===== config.mk =====
export PLATFORM = sky130hd
export DESIGN_NAME = bus_hold_arb
export DESIGN_NICKNAME = d
export VERILOG_FILES = /design/src/rtl/bha_pkg.sv /design/src/rtl/bha_refresh_lock.sv /design/src/rtl/bha_owner_fsm.sv /design/src/rtl/bus_hold_arb.sv
export SDC_FILE = /design/constraint.sdc
export NUM_CORES = 1
export LEC_CHECK = 0
export BUFFER_PORTS_ARGS = -buffer_cell sky130_fd_sc_hd__buf_2
export CAP_MARGIN = 20
export CORE_AREA = 2 2 39 41
export DETAILED_ROUTE_END_ITERATION = 6
export DIE_AREA = 0 0 41 43
export HOLD_SLACK_MARGIN = 0.02
export SYNTH_ARGS = -nofsm -noshare
export SYNTH_HDL_FRONTEND = slang
export SYNTH_SLANG_ARGS = --single-unit
export TNS_END_PERCENT = 50

===== constraint.sdc =====
create_clock -name clk -period 1.6 [get_ports clk]
set_input_delay 0 -clock clk [delete_from_list [all_inputs] [get_ports clk]]
set_output_delay 0 -clock clk [all_outputs]
set_load 0.05 [all_outputs]

===== src/rtl/bha_pkg.sv =====
package bha_pkg;

  typedef enum logic [2:0] {
    OWN_CPU        = 3'd0,
    OWN_LM         = 3'd1,
    OWN_LM_YIELD   = 3'd2,
    OWN_HOLD_WAIT  = 3'd3,
    OWN_DMA        = 3'd4,
    OWN_ISAM       = 3'd5,
    OWN_ISAM_DRAIN = 3'd6
  } owner_e;

  // States in which the CPU must be kept off the bus by HOLD.
  function automatic logic needs_hold(input owner_e s);
    return (s == OWN_HOLD_WAIT) || (s == OWN_DMA) ||
           (s == OWN_ISAM) || (s == OWN_ISAM_DRAIN);
  endfunction

  // Fixed priority among the HOLD-based owners: DMA before ISA master.
  function automatic owner_e pick_hold_owner(input logic dma, input logic isam);
    if (dma)       return OWN_DMA;
    else if (isam) return OWN_ISAM;
    else           return OWN_CPU;
  endfunction

  // A held grant persists while its request stays; a fresh one needs a free path.
  function automatic logic grant_next(input logic granted, input logic req,
                                      input logic path_free);
    return granted ? req : (req && path_free);
  endfunction

endpackage


===== src/rtl/bha_refresh_lock.sv =====
module bha_refresh_lock (
  input  logic clk,
  input  logic rst_n,
  input  logic rfsh_req,
  input  logic isa_cyc_req,
  input  logic host_busy,
  output logic rfsh_gnt,
  output logic isa_cyc_gnt,
  output logic rfsh_block
);
  import bha_pkg::*;

  logic rfsh_free, isa_free;

  // Refresh needs no ISA cycle in flight and no DMA or ISA master owner.
  assign rfsh_free = !isa_cyc_gnt && !host_busy;
  // ISA cycles yield to any pending or running refresh (refresh has priority).
  assign isa_free  = !rfsh_req && !rfsh_gnt;

  always_ff @(posedge clk or negedge rst_n) begin
    if (!rst_n) begin
      rfsh_gnt    <= 1'b0;
      isa_cyc_gnt <= 1'b0;
    end else begin
      rfsh_gnt    <= grant_next(rfsh_gnt, rfsh_req, rfsh_free);
      isa_cyc_gnt <= grant_next(isa_cyc_gnt, isa_cyc_req, isa_free);
    end
  end

  // Blocks new DMA / ISA master grants while a refresh is wanted or running.
  assign rfsh_block = rfsh_req || rfsh_gnt;

endmodule


===== src/rtl/bha_owner_fsm.sv =====
module bha_owner_fsm (
  input  logic            clk,
  input  logic            rst_n,
  input  logic            cpu_hlda,
  input  logic            thr_hold,
  input  logic            dma_req,
  input  logic            isam_req,
  input  logic            isam_n,
  input  logic            lm_req_n,
  input  logic            rfsh_block,
  output bha_pkg::owner_e owner,
  output logic            hold_q
);
  import bha_pkg::*;

  owner_e nxt;
  logic   hold_req;
  logic   cpu_off;

  assign hold_req = dma_req || isam_req;
  // CPU already off the bus (e.g. by throttle) and no refresh in the way.
  assign cpu_off  = cpu_hlda && hold_q && !rfsh_block;

  always_comb begin
    nxt = owner;
    unique case (owner)
      OWN_CPU: begin
        if (hold_req)
          nxt = cpu_off ? pick_hold_owner(dma_req, isam_req) : OWN_HOLD_WAIT;
        else if (!lm_req_n)
          nxt = OWN_LM;
      end
      OWN_LM: begin
        if (dma_req)       nxt = OWN_LM_YIELD;
        else if (lm_req_n) nxt = OWN_CPU;
      end
      OWN_LM_YIELD: begin
        if (lm_req_n) nxt = OWN_HOLD_WAIT;
      end
      OWN_HOLD_WAIT: begin
        if (!hold_req)
          nxt = OWN_CPU;
        else if (cpu_hlda && !rfsh_block)
          nxt = pick_hold_owner(dma_req, isam_req);
      end
      OWN_DMA: begin
        if (!dma_req) nxt = OWN_CPU;
      end
      OWN_ISAM: begin
        if (!isam_req) nxt = OWN_ISAM_DRAIN;
      end
      OWN_ISAM_DRAIN: begin
        if (isam_n) nxt = OWN_CPU;
      end
      default: nxt = OWN_CPU;
    endcase
  end

  always_ff @(posedge clk or negedge rst_n) begin
    if (!rst_n) begin
      owner  <= OWN_CPU;
      hold_q <= 1'b0;
    end else begin
      owner  <= nxt;
      hold_q <= needs_hold(nxt) || thr_hold;
    end
  end

endmodule


===== src/rtl/bus_hold_arb.sv =====
module bus_hold_arb (
  input  logic clk,
  input  logic rst_n,
  input  logic cpu_hlda,
  output logic hold_o,
  input  logic thr_hold,
  input  logic dma_req,
  output logic dma_gnt,
  input  logic isam_req,
  input  logic isam_n,
  output logic isam_gnt,
  input  logic lm_req_n,
  output logic lm_gnt_n,
  input  logic rfsh_req,
  output logic rfsh_gnt,
  input  logic isa_cyc_req,
  output logic isa_cyc_gnt
);
  import bha_pkg::*;

  owner_e owner_w;
  logic   host_busy_w;
  logic   rfsh_block_w;

  bha_owner_fsm u_fsm (
    .clk        (clk),
    .rst_n      (rst_n),
    .cpu_hlda   (cpu_hlda),
    .thr_hold   (thr_hold),
    .dma_req    (dma_req),
    .isam_req   (isam_req),
    .isam_n     (isam_n),
    .lm_req_n   (lm_req_n),
    .rfsh_block (rfsh_block_w),
    .owner      (owner_w),
    .hold_q     (hold_o)
  );

  bha_refresh_lock u_lock (
    .clk         (clk),
    .rst_n       (rst_n),
    .rfsh_req    (rfsh_req),
    .isa_cyc_req (isa_cyc_req),
    .host_busy   (host_busy_w),
    .rfsh_gnt    (rfsh_gnt),
    .isa_cyc_gnt (isa_cyc_gnt),
    .rfsh_block  (rfsh_block_w)
  );

  // Grants decode straight from the registered owner state.
  assign dma_gnt     = (owner_w == OWN_DMA);
  assign isam_gnt    = (owner_w == OWN_ISAM);
  assign lm_gnt_n    = (owner_w != OWN_LM);
  assign host_busy_w = dma_gnt || isam_gnt;

endmodule


# [Yosys cells after proc, flatten, opt, wreduce, memory -nomap -nowiden]
# Index checks and enable logic that the tools add are counted.
[totals] regBits=6 inputBits=10 out_inout_bits=6 word_cells=51
[op_classes] n_eq_ne=11 mux=16 reduce_logical=20
[ops] cell="two-way mux 3 bit" count=13
[ops] cell="case mux 3 bit (7 select lines)" count=1
[ops] cell="== test 3 bit, second input constant" count=6
[ops] cell="== test 3 x 2 -> 1 bit, second input constant" count=3
[ops] cell="logical AND 1 bit" count=7
[ops] cell="logical OR 1 bit" count=7
[ops] cell="logical NOT 1 bit" count=5
[ops] cell="== test 3 x 1 -> 1 bit, second input constant" count=1
[ops] cell="logical NOT 3 bit" count=1
[ops] cell="inequality test 3 x 1 -> 1 bit, second input constant" count=1
[ops] cell="two-way mux 1 bit" count=2

# [Depth between registers and ports, before layout]
[logic_depth] word_depth=11 mapped_depth=5 depth_no_buf=4

# [Hierarchy]
# From an unflattened synthesis, not the netlist that was laid out.
[unflattened] hier_cells=48 area_unflattened_um2=447.9
[modules_own_cells] mod="bha_owner_fsm" n_inst=1 cells_per_inst=37 area_each_um2=327.8 seq_area_each_um2=100.1
[modules_own_cells] mod="bha_refresh_lock" n_inst=1 cells_per_inst=7 area_each_um2=85.1 seq_area_each_um2=50.0
[modules_own_cells] mod="bus_hold_arb" n_inst=1 cells_per_inst=4 area_each_um2=35.0 seq_area_each_um2=0.0

# [Worst setup path after synthesis]
# No wires, ideal clock.
[synth_path] kind="register to output" startpoint="register u_fsm.owner[1]" endpoint="output port dma_gnt" arrival_time_ps=1643 t_required_ps=1600 path_slack_ps=-43 path_stages_with_launch=3 path_buffers=1 cell_sequence="dfrtp_1 buf_4 nor3_1"
[synth_between] elab_chain_cells=1
[synth_rtl] item="start: declaration" line="bha_owner_fsm.sv:11" text="output bha_pkg::owner_e owner,"
[synth_rtl] item="start signal: assignment" line="bha_owner_fsm.sv:64" text="owner <= nxt;"
[synth_rtl] item="== test 3 bit" line="bus_hold_arb.sv:51" text="assign dma_gnt = (owner_w == OWN_DMA);"
[synth_rtl] item="end: declaration" line="bus_hold_arb.sv:8" text="output logic dma_gnt,"
# No other way between the ends.

# [Final worst setup path]
[layout_path] startpoint="register u_fsm.owner[0]" endpoint="register u_fsm.hold_q"
[layout_between] elab_chain_cells=8 word_cells_on_any_way=26 classes_between="eq/ne (10); mux (11); reduce/logical (5)"
[layout_rtl] item="two-way mux 3 bit (on tied branches)" line="bha_owner_fsm.sv:43, bha_owner_fsm.sv:35, bha_owner_fsm.sv:30"
[layout_rtl] item="two-way mux 3 bit (on tied branches)" line="bha_owner_fsm.sv:41, bha_owner_fsm.sv:34, bha_owner_fsm.sv:28"
[layout_rtl] item="case mux 3 bit (7 select lines) (*)" line="bha_owner_fsm.sv:26" text="unique case (owner)"
[layout_rtl] item="== test 3 x 2 -> 1 bit / == test 3 bit (equally long branches)" line="bha_pkg.sv:15" text="return (s == OWN_HOLD_WAIT) || (s == OWN_DMA) ||"
[layout_rtl] item="logical OR 1 bit (2 in a row)" line="bha_pkg.sv:15"
[layout_rtl] item="logical OR 1 bit (*)" line="bha_pkg.sv:16" text="(s == OWN_ISAM) || (s == OWN_ISAM_DRAIN);"
[layout_rtl] item="logical OR 1 bit (*)" line="bha_owner_fsm.sv:65" text="hold_q <= needs_hold(nxt) || thr_hold;"
[layout_rtl] item="end signal: assignment" line="bha_owner_fsm.sv:65"
[layout_rtl] item="end: declaration" line="bha_owner_fsm.sv:12" text="output logic hold_q"
# Mark *: on every way between the ends. The rest lies on a longest branch, timed or not.

==> results.json <==
{
  "status": "completed",
  "grt_pass1_vias": 368,
  "hold_class": "in2reg",
  "synth_seq_area_share_pct": 34.7,
  "multi_input_area_sq_um": 254,
  "cts_buffers": 3,
  "p_per_area_nw_per_um2": 1650,
  "num-fill-cells": 135,
  "regArea_sq_um": 151,
  "track_usage_pct": 12.3,
  "yosys-top-cells-area": "dfrtp_1 (35%), inv_1 (5.2%), nand3b_1 (5.2%)",
  "finalHoldViolCount": 0,
  "grt_pass1_wl_microns": 1410,
  "leakage_uw": 0.000308,
  "yosysWarnings": 0,
  "rrSetupSlack_ps": 80,
  "path_clk_slew_ps": 40,
  "p_comb_share_pct": 63.9,
  "std_cell_rows": 14,
  "layout.nets": 87,
  "clock-skew-final_ps": 2.02,
  "maxCapViolations": 0,
  "antenna_found_initial": 0,
  "total_power_uw": 1070,
  "yosys-top-cells-count": "dfrtp_1 (6), inv_1 (6), a21oi_1 (4)",
  "synth_nets": 58,
  "synth-main-ff-cell": "dfrtp_1",
  "period_minus_slack_ps": 1520,
  "cp-start-kind": "flop",
  "grt_max_degree": 10,
  "fp.dieArea_sq_um": 1760,
  "relSlewSlack_pct": 75.4,
  "root_buffer": "clkbuf_4",
  "path_class": "reg2reg",
  "syn_to_final_growth_pct": 50.3,
  "switching_share_pct": 43.5,
  "hpwl_microns": 751,
  "cts.sinks": 6,
  "syn_inst": 48,
  "synth_area_leader_cell": "dfrtp_1",
  "synth_edf_count": 0,
  "p_sw_uw": 468,
  "io_pins": 16,
  "yosysTopAreaCellShare_pct": 34.7,
  "fin_cells": 91,
  "netlist_area_sq_um": 433,
  "antennaDiodeCount": 0,
  "initial_core_util_pct": 31.3,
  "synth_cell_types": 28,
  "grt-ovfl-total": 0,
  "drt_wl_total_microns": 964,
  "synth_seq_cells": 6,
  "clock.fmax_ghz": 0.659,
  "dr.pass1.iters": 4,
  "endpoint_kind": "flop",
  "clkPwrFrac_pct": 12.3,
  "p_int_uw": 607,
  "setup_violations": 0,
  "place_ws_ps": 45.7,
  "post-route-util_pct": 47.0,
  "critPathMaxFanout": 6,
  "drive_above_1_share_pct": 46.7,
  "p_seq_share_pct": 23.8,
  "setup_ws_ps": 82.2,
  "die_h_microns": 43,
  "cts_tree": "built",
  "drv_slew": 0,
  "via_count": 451,
  "rsz0062_at_grt": "false",
  "async_reset_ff_share_pct": 100,
  "gp_congestion": 0.736,
  "fin_crit_sh_pct": 94.9,
  "portBuffers": 15,
  "peakVddDrop_v": 0.000653,
  "cp.required_ps": 1760,
  "tightest_slew_ps": 364,
  "viasPerCell": 4.96,
  "placedCellCount": 83,
  "htreeDepth": 1,
  "clkLatencyLatePin_ps": 240,
  "wl_per_cell_microns": 10.6,
  "die_w_microns": 41,
  "arrival_ps": 1670,
  "avgSynthCellArea_sq_um": 9.02,
  "drt-initial-drc-count": 7,
  "route.detailed.drc": 0,
  "ctsLongestPathBuffers": 2,
  "ant_nets": 0,
  "coreArea_sq_um": 1380
}
==> cell type report <==
class                           instances  area share (%)
Sequential cell                         6            23.3
Tap cell                               16            3.08
Clock buffer                            3            3.46
Multi-Input combinational cell         33            39.0
Inverter                                6            3.46
Timing Repair Buffer                   27            27.7
==> layer usage <==
layer	global-route usage (%)	routed length, microns	vias up	share of wire [%]
met1	14.7	425	205	44
met3	0	49	2	5.1
met2	18.4	481	11	50
met4	12.0	8	0	0.83
met5	0	0	-	0
li1	-	-	233	-
==> flip-flops by register name, summed over array words and instances, names as in the netlist <==
signal,flops
u_fsm.owner,3
u_lock.rfsh_gnt,1
u_lock.isa_cyc_gnt,1
u_fsm.hold_q,1
==> kinds of logic after synthesis <==
logic type	count (synthesis)	synth area share, %
AO/OA/AOI/OAI	14	27.2
buffers and inverters	9	10.7
flip-flops	6	34.7
AND/OR/NAND/NOR	19	27.5
==> worst paths after layout <==
path                                         start                  to  cells after the start
worst max register to register      u_fsm.owner[0]        u_fsm.hold_q                      5
max in group asynchronous                    rst_n      u_fsm.owner[0]                      2
worst max-delay path                u_fsm.owner[0]        u_fsm.hold_q                      5
worst min-delay path                      isam_req      u_fsm.owner[0]                      3
worst min register to register  u_lock.isa_cyc_gnt  u_lock.isa_cyc_gnt                      1
min in group asynchronous                    rst_n      u_fsm.owner[1]                      2
==> critical path, cell delays in order (launching register included) <==
cell and delay, ps:
dfrtp_2 400, dlymetal6s2s_1 170, or4b_4 480, a21oi_2 160
a221oi_2 60, o2111ai_2 170
==> layout by cell type, fill, tap and decap left out, types with 2 or more instances in the layout <==
cell type	instances
buf_2	15
buf_4	7
inv_1	6
dfrtp_1	5
dlygate4sd3_1	4
nand3b_1	3
a21oi_1	3
nand2_1	3
clkbuf_4	3
o21a_1	2
==> through the flow <==
step | cell area [sq um] | setup TNS (ps) | hold slack (ps)
floorplan | 438 | -0.270 | -296
global placement | 562 | 0 | -173
detailed placement | 562 | 0 | -176
CTS | 624 | 0 | 24.0
global route | 651 | 0 | 28.4
finish | 651 | 0 | 27.5
==> power by group through the flow <==
stage | combinational, uW | clock (uW) | sequential (uW)
detailed placement | 637 | 0 | 256
global placement | 640 | 0 | 256
CTS | 647 | 142 | 254
finish | 686 | 133 | 256
global route | 751 | 150 | 262
floorplan | 414 | 0 | 297
==> repair_timing <==
action,CTS,global route
setup endpoints to repair,0,1
hold buffers,4,0
buffers inserted,0,1
hold endpoints to repair,9,0
resized for setup,0,5
No activity file was read; power rests on OpenSTA's default activity.
